$ cat src/rtl/swa_pkg.sv
package swa_pkg;

  // Default lane word width: 16 bits per frame.
  localparam int unsigned DEF_LANE_W = 16;

  // Transmit marker phases.
  typedef enum logic [1:0] {
    MK_IDLE = 2'd0,
    MK_ONES = 2'd1,
    MK_TAIL = 2'd2
  } mk_phase_t;

endpackage

$ cat src/rtl/swa_marker_gen.sv
// Transmit helper: replaces three payload frames with zeros/ones/zeros
// after a sync pulse.
module swa_marker_gen #(
  parameter int unsigned LANE_W = swa_pkg::DEF_LANE_W
) (
  input  logic              clk,
  input  logic              rst,
  input  logic [LANE_W-1:0] payload,
  input  logic              sync,
  output logic [LANE_W-1:0] word,
  output logic              busy,
  output logic              in_ones
);
  import swa_pkg::*;

  mk_phase_t         phase_q;
  logic [LANE_W-1:0] word_q;

  always_ff @(posedge clk) begin
    if (rst) begin
      phase_q <= MK_IDLE;
      word_q  <= '0;
    end else begin
      unique case (phase_q)
        MK_IDLE: begin
          if (sync) begin
            word_q  <= '0;
            phase_q <= MK_ONES;
          end else begin
            word_q  <= payload;
          end
        end
        MK_ONES: begin
          word_q  <= '1;
          phase_q <= MK_TAIL;
        end
        MK_TAIL: begin
          word_q  <= '0;
          phase_q <= MK_IDLE;
        end
        default: begin
          word_q  <= '0;
          phase_q <= MK_IDLE;
        end
      endcase
    end
  end

  assign word    = word_q;
  assign busy    = (phase_q != MK_IDLE);
  assign in_ones = (phase_q == MK_ONES);

endmodule

$ cat src/rtl/swa_window.sv
// Keeps the previous and current raw words and exposes every
// word-wide candidate inside that window.
module swa_window #(
  parameter int unsigned LANE_W = swa_pkg::DEF_LANE_W
) (
  input  logic                           clk,
  input  logic                           rst,
  input  logic [LANE_W-1:0]              raw,
  output logic [2*LANE_W-1:0]            win,
  output logic [LANE_W-1:0][LANE_W-1:0]  cand
);
  logic [LANE_W-1:0] prev_q;
  logic [LANE_W-1:0] cur_q;

  always_ff @(posedge clk) begin
    if (rst) begin
      prev_q <= '0;
      cur_q  <= '0;
    end else begin
      prev_q <= cur_q;
      cur_q  <= raw;
    end
  end

  assign win = {prev_q, cur_q};

  // Candidate k starts k bits after the first bit of the older word.
  for (genvar k = 0; k < LANE_W; k++) begin : g_cand
    assign cand[k] = win[2*LANE_W-1-k -: LANE_W];
  end

endmodule

$ cat src/rtl/swa_scan.sv
// Per-offset marker tracking: zeros, then ones, then zeros at the same offset.
module swa_scan #(
  parameter  int unsigned LANE_W = swa_pkg::DEF_LANE_W,
  localparam int unsigned OFF_W  = $clog2(LANE_W)
) (
  input  logic                          clk,
  input  logic                          rst,
  input  logic [LANE_W-1:0][LANE_W-1:0] cand,
  output logic [LANE_W-1:0]             hit,
  output logic                          any_hit,
  output logic [OFF_W-1:0]              hit_idx
);
  logic [LANE_W-1:0] seen_zero_q;
  logic [LANE_W-1:0] seen_ones_q;

  for (genvar k = 0; k < LANE_W; k++) begin : g_track
    logic is_zero;
    logic is_ones;
    assign is_zero = (cand[k] == '0);
    assign is_ones = (cand[k] == '1);

    always_ff @(posedge clk) begin
      if (rst) begin
        seen_zero_q[k] <= 1'b0;
        seen_ones_q[k] <= 1'b0;
      end else begin
        seen_zero_q[k] <= is_zero;
        seen_ones_q[k] <= seen_zero_q[k] && is_ones;
      end
    end

    assign hit[k] = seen_ones_q[k] && is_zero;
  end

  // Lowest offset wins when more than one offset matches.
  function automatic logic [OFF_W-1:0] lowest_set(input logic [LANE_W-1:0] v);
    logic [OFF_W-1:0] r;
    r = '0;
    for (int i = LANE_W - 1; i >= 0; i--) begin
      if (v[i]) r = OFF_W'(i);
    end
    return r;
  endfunction

  assign any_hit = |hit;
  assign hit_idx = lowest_set(hit);

endmodule

$ cat src/rtl/swa_lock.sv
// Lock control: acquire on a hit, hold the offset, drop on a hit elsewhere.
module swa_lock #(
  parameter  int unsigned LANE_W = swa_pkg::DEF_LANE_W,
  localparam int unsigned OFF_W  = $clog2(LANE_W)
) (
  input  logic             clk,
  input  logic             rst,
  input  logic             any_hit,
  input  logic [OFF_W-1:0] hit_idx,
  output logic             locked,
  output logic [OFF_W-1:0] offset,
  output logic             misalign
);
  logic             locked_q;
  logic [OFF_W-1:0] offset_q;
  logic             mis_q;
  logic             acquire;
  logic             moved;

  assign acquire = !locked_q && any_hit;
  assign moved   = locked_q && any_hit && (hit_idx != offset_q);

  always_ff @(posedge clk) begin
    if (rst) begin
      locked_q <= 1'b0;
      offset_q <= '0;
      mis_q    <= 1'b0;
    end else begin
      mis_q <= moved;
      if (acquire) begin
        locked_q <= 1'b1;
        offset_q <= hit_idx;
      end else if (moved) begin
        locked_q <= 1'b0;
        offset_q <= '0;
      end
    end
  end

  assign locked   = locked_q;
  assign offset   = offset_q;
  assign misalign = mis_q;

endmodule

$ cat src/rtl/swa_aligner.sv
// Serial stream word aligner: marker insertion and boundary recovery.
module swa_aligner #(
  parameter  int unsigned LANE_W = swa_pkg::DEF_LANE_W,
  localparam int unsigned OFF_W  = $clog2(LANE_W)
) (
  input  logic              clk,
  input  logic              rst,
  input  logic [LANE_W-1:0] tx_payload,
  input  logic              tx_sync,
  output logic [LANE_W-1:0] tx_word,
  input  logic [LANE_W-1:0] rx_raw,
  output logic [LANE_W-1:0] rx_word,
  output logic              rx_valid,
  output logic              rx_locked,
  output logic [OFF_W-1:0]  rx_offset,
  output logic              rx_misalign
);
  // Named internal events (observed by the checker).
  logic                          tx_busy;
  logic                          tx_ones;
  logic [2*LANE_W-1:0]           win;
  logic [LANE_W-1:0][LANE_W-1:0] cand;
  logic [LANE_W-1:0]             hit;
  logic                          any_hit;
  logic [OFF_W-1:0]              hit_idx;

  swa_marker_gen #(.LANE_W(LANE_W)) u_mk (
    .clk     (clk),
    .rst     (rst),
    .payload (tx_payload),
    .sync    (tx_sync),
    .word    (tx_word),
    .busy    (tx_busy),
    .in_ones (tx_ones)
  );

  swa_window #(.LANE_W(LANE_W)) u_win (
    .clk  (clk),
    .rst  (rst),
    .raw  (rx_raw),
    .win  (win),
    .cand (cand)
  );

  swa_scan #(.LANE_W(LANE_W)) u_scan (
    .clk     (clk),
    .rst     (rst),
    .cand    (cand),
    .hit     (hit),
    .any_hit (any_hit),
    .hit_idx (hit_idx)
  );

  swa_lock #(.LANE_W(LANE_W)) u_lock (
    .clk      (clk),
    .rst      (rst),
    .any_hit  (any_hit),
    .hit_idx  (hit_idx),
    .locked   (rx_locked),
    .offset   (rx_offset),
    .misalign (rx_misalign)
  );

  // Word that starts 'off' bits into the older half of the window.
  function automatic logic [LANE_W-1:0] take_slice(
    input logic [2*LANE_W-1:0] w,
    input logic [OFF_W-1:0]    off
  );
    logic [2*LANE_W-1:0] sh;
    sh = w << off;
    return sh[2*LANE_W-1 -: LANE_W];
  endfunction

  assign rx_word  = rx_locked ? take_slice(win, rx_offset) : '0;
  assign rx_valid = rx_locked;

endmodule

$ cat config.mk
export PLATFORM = sky130hd
export DESIGN_NAME = swa_aligner
export DESIGN_NICKNAME = d
export VERILOG_FILES = /design/src/rtl/swa_pkg.sv /design/src/rtl/swa_marker_gen.sv /design/src/rtl/swa_window.sv /design/src/rtl/swa_scan.sv /design/src/rtl/swa_lock.sv /design/src/rtl/swa_aligner.sv
export SDC_FILE = /design/constraint.sdc
export NUM_CORES = 1
export LEC_CHECK = 0
export BUFFER_PORTS_ARGS = -buffer_cell sky130_fd_sc_hd__buf_2
export CAP_MARGIN = 40
export CORE_MARGIN = 10
export CORE_UTILIZATION = 60
export CTS_BUF_LIST = sky130_fd_sc_hd__clkbuf_8
export DETAILED_ROUTE_END_ITERATION = 10
export MAX_ROUTING_LAYER = met4
export PLACE_DENSITY_LB_ADDON = 0.05
export SLEW_MARGIN = 20
export SYNTH_ARGS = -nofsm -noshare
export SYNTH_HDL_FRONTEND = slang
export SYNTH_HIERARCHICAL = 1
export SYNTH_SLANG_ARGS = --single-unit
$ cat constraint.sdc
create_clock -name clk -period 2.9 [get_ports clk]
set_input_delay 0 -clock clk [delete_from_list [all_inputs] [get_ports clk]]
set_output_delay 0 -clock clk [all_outputs]
set_load 0.1 [all_outputs]
==> run summary <==
Final Cell Area: 6530 um2
crit path kind: flop to flop
leakage: 0.00230 uW
Clock Root Buffer: clkbuf_8
CTS tree: yes
first drt pass iteration count: 5
layout cells sized above 1: 0.282
fmax: 364 MHz
CTS buffer count: 9
Bufs on Longest Clock Path: 2
max_cap viols: 0
placed wire-length estimate: 11200 um
IO Count: 74
synth-to-layout area growth: -8.42%
DR vias: 5241
grt total ovfl: 0
Final TNS setup: 0 ns
Mapped Cells: 795
CP top delay family: simple AND/OR/NAND/NOR gates
CP cell instances: buf_4 -> nor4_1 -> nand4_1 -> nor2_2 -> o311ai_1 -> a211o_1 -> a21boi_2 -> xnor2_1 -> nand4_2 -> and4b_1
CP endpoint kind: flop
status: complete, no violations
CP max stage delay: 0.37 ns
Placed Instances: 773
fin cells: 821
PD cells: 408 nW/um2
RD Place Congestion: 0.915
worst slew pin tran: 0.796 ns
Buf+Inv Stages, Crit Path: 1
clk_lat worst skew: 0.37 ns
Initial Utilization: 0.619
WL/cell: 20.8 um
Setup-failing EPs final: 0
Placeable Area: 11500 um2
Slew Viols, Final: 0
largest net degree at the start of global routing: 54
Ys Warns: 6
Peak VDD IR: 0.000377 V
WL final: 17100 um
Slew headroom: 0.469
most frequent cells in the layout: 85 x dfxtp_1, 79 x nor4_1, 73 x buf_2
CTS H-Tree Depth: 3
initial antenna violation count: 0
critical path's slowest cell: dfxtp_1
Sink Count: 88
# rows: 39
fin crit share: 0.947
first-pass GRT wire length: 27100 um
dpl cell area: 5990 um2
syn nets: 830
pre-CTS WS: 0.0736 ns
RSZ-0062 raised after global routing: false
Final Hold Viols: 0
class of the worst hold path: input pin to flop
number of antenna-violating nets in the routed design: 0
Worst-path clk slew: 0.09 ns
die area: 16600 um2
initial drt markers: 607
NumNets Final: 709
DRC viols: 0
Worst setup SP type: flop
I/O Buffers: 73
Worst Path Arrival: 3.03 ns
number of global-route vias before repair: 5094
most common cell after layout, fill and taps aside: dfxtp_1
GRT Resource Usage Total: 0.208
post-route setup slack: 0.152 ns
Tmin final: 2.75 ns
vias per cell: 6.38
ant diodes: 0
synthesized cell area: 7130 um2
Fin Clk Skew: 0.00611 ns
die height: 129 um
die width: 129 um
Mean Syn Cell Area: 8.97 um2
post-CTS setup buffer count: 0
Critical Path RT: 3.18 ns
Max Fanout on Critical Path: 10
[layout make-up]
class,instances,area [um2]
fill,1023,4990
multi-input combinational,408,3200
sequential,88,1770
timing repair buffer,148,1110
tap,143,179
clock buffer,9,124
inverter,19,76.3
clock inverter,6,70.1
[through the flow]
stage                     power, uW  hold slack [ns]  utilization
after floorplan                1840           0.0716            -
after global placement         1780            0.209        0.520
after detailed placement       1780            0.215        0.520
after CTS                      2670          0.00900        0.566
after global routing           2760           0.0447        0.567
final                          2660           0.0327        0.567
[registers in the layout, indices dropped and copies added, names as in the netlist, 2 cells and up]
signal	flops
u_win/prev_q	16
u_win/cur_q	16
u_mk/phase_q	2
u_scan/seen_ones_q	16
u_scan/seen_zero_q	16
u_mk/word	16
u_lock/offset	4
[report_power, final]
part | internal [uW] | switching [uW] | leakage, uW
clock network | 397 | 468 | 0.0000879
logic | 189 | 300 | 0.00149
registers | 1250 | 58.6 | 0.000721
[per-layer routing]
layer,GRT usage,share of wire,up-vias
met5,-,0,-
met4,0.0776,0.017,0
met3,0.0337,0.061,24
met2,0.329,0.48,216
met1,0.262,0.44,2558
li1,-,-,2443
[repair_timing]
action / 4_1_cts / 5_1_grt
endpoints found under the setup margin: 0 / 6
hold buffers: 33 / 0
hold endpoints to repair: 33 / 0
resized for setup: 0 / 6
[final timing paths]
check,from,end,slack [ns],cells past startpoint
setup / recovery,u_win/cur_q[7]$_SDFF_PP0_,u_lock/misalign$_SDFF_PP0_,0.15,10
hold / removal,rst,u_win/cur_q[2]$_SDFF_PP0_,0.03,2
setup reg to reg,u_win/cur_q[7]$_SDFF_PP0_,u_lock/misalign$_SDFF_PP0_,0.15,10
hold reg to reg,u_mk/phase_q[0]$_SDFFE_PP0P_,u_mk/phase_q[0]$_SDFFE_PP0P_,0.43,1
No activity file was read; power rests on OpenSTA's default activity.
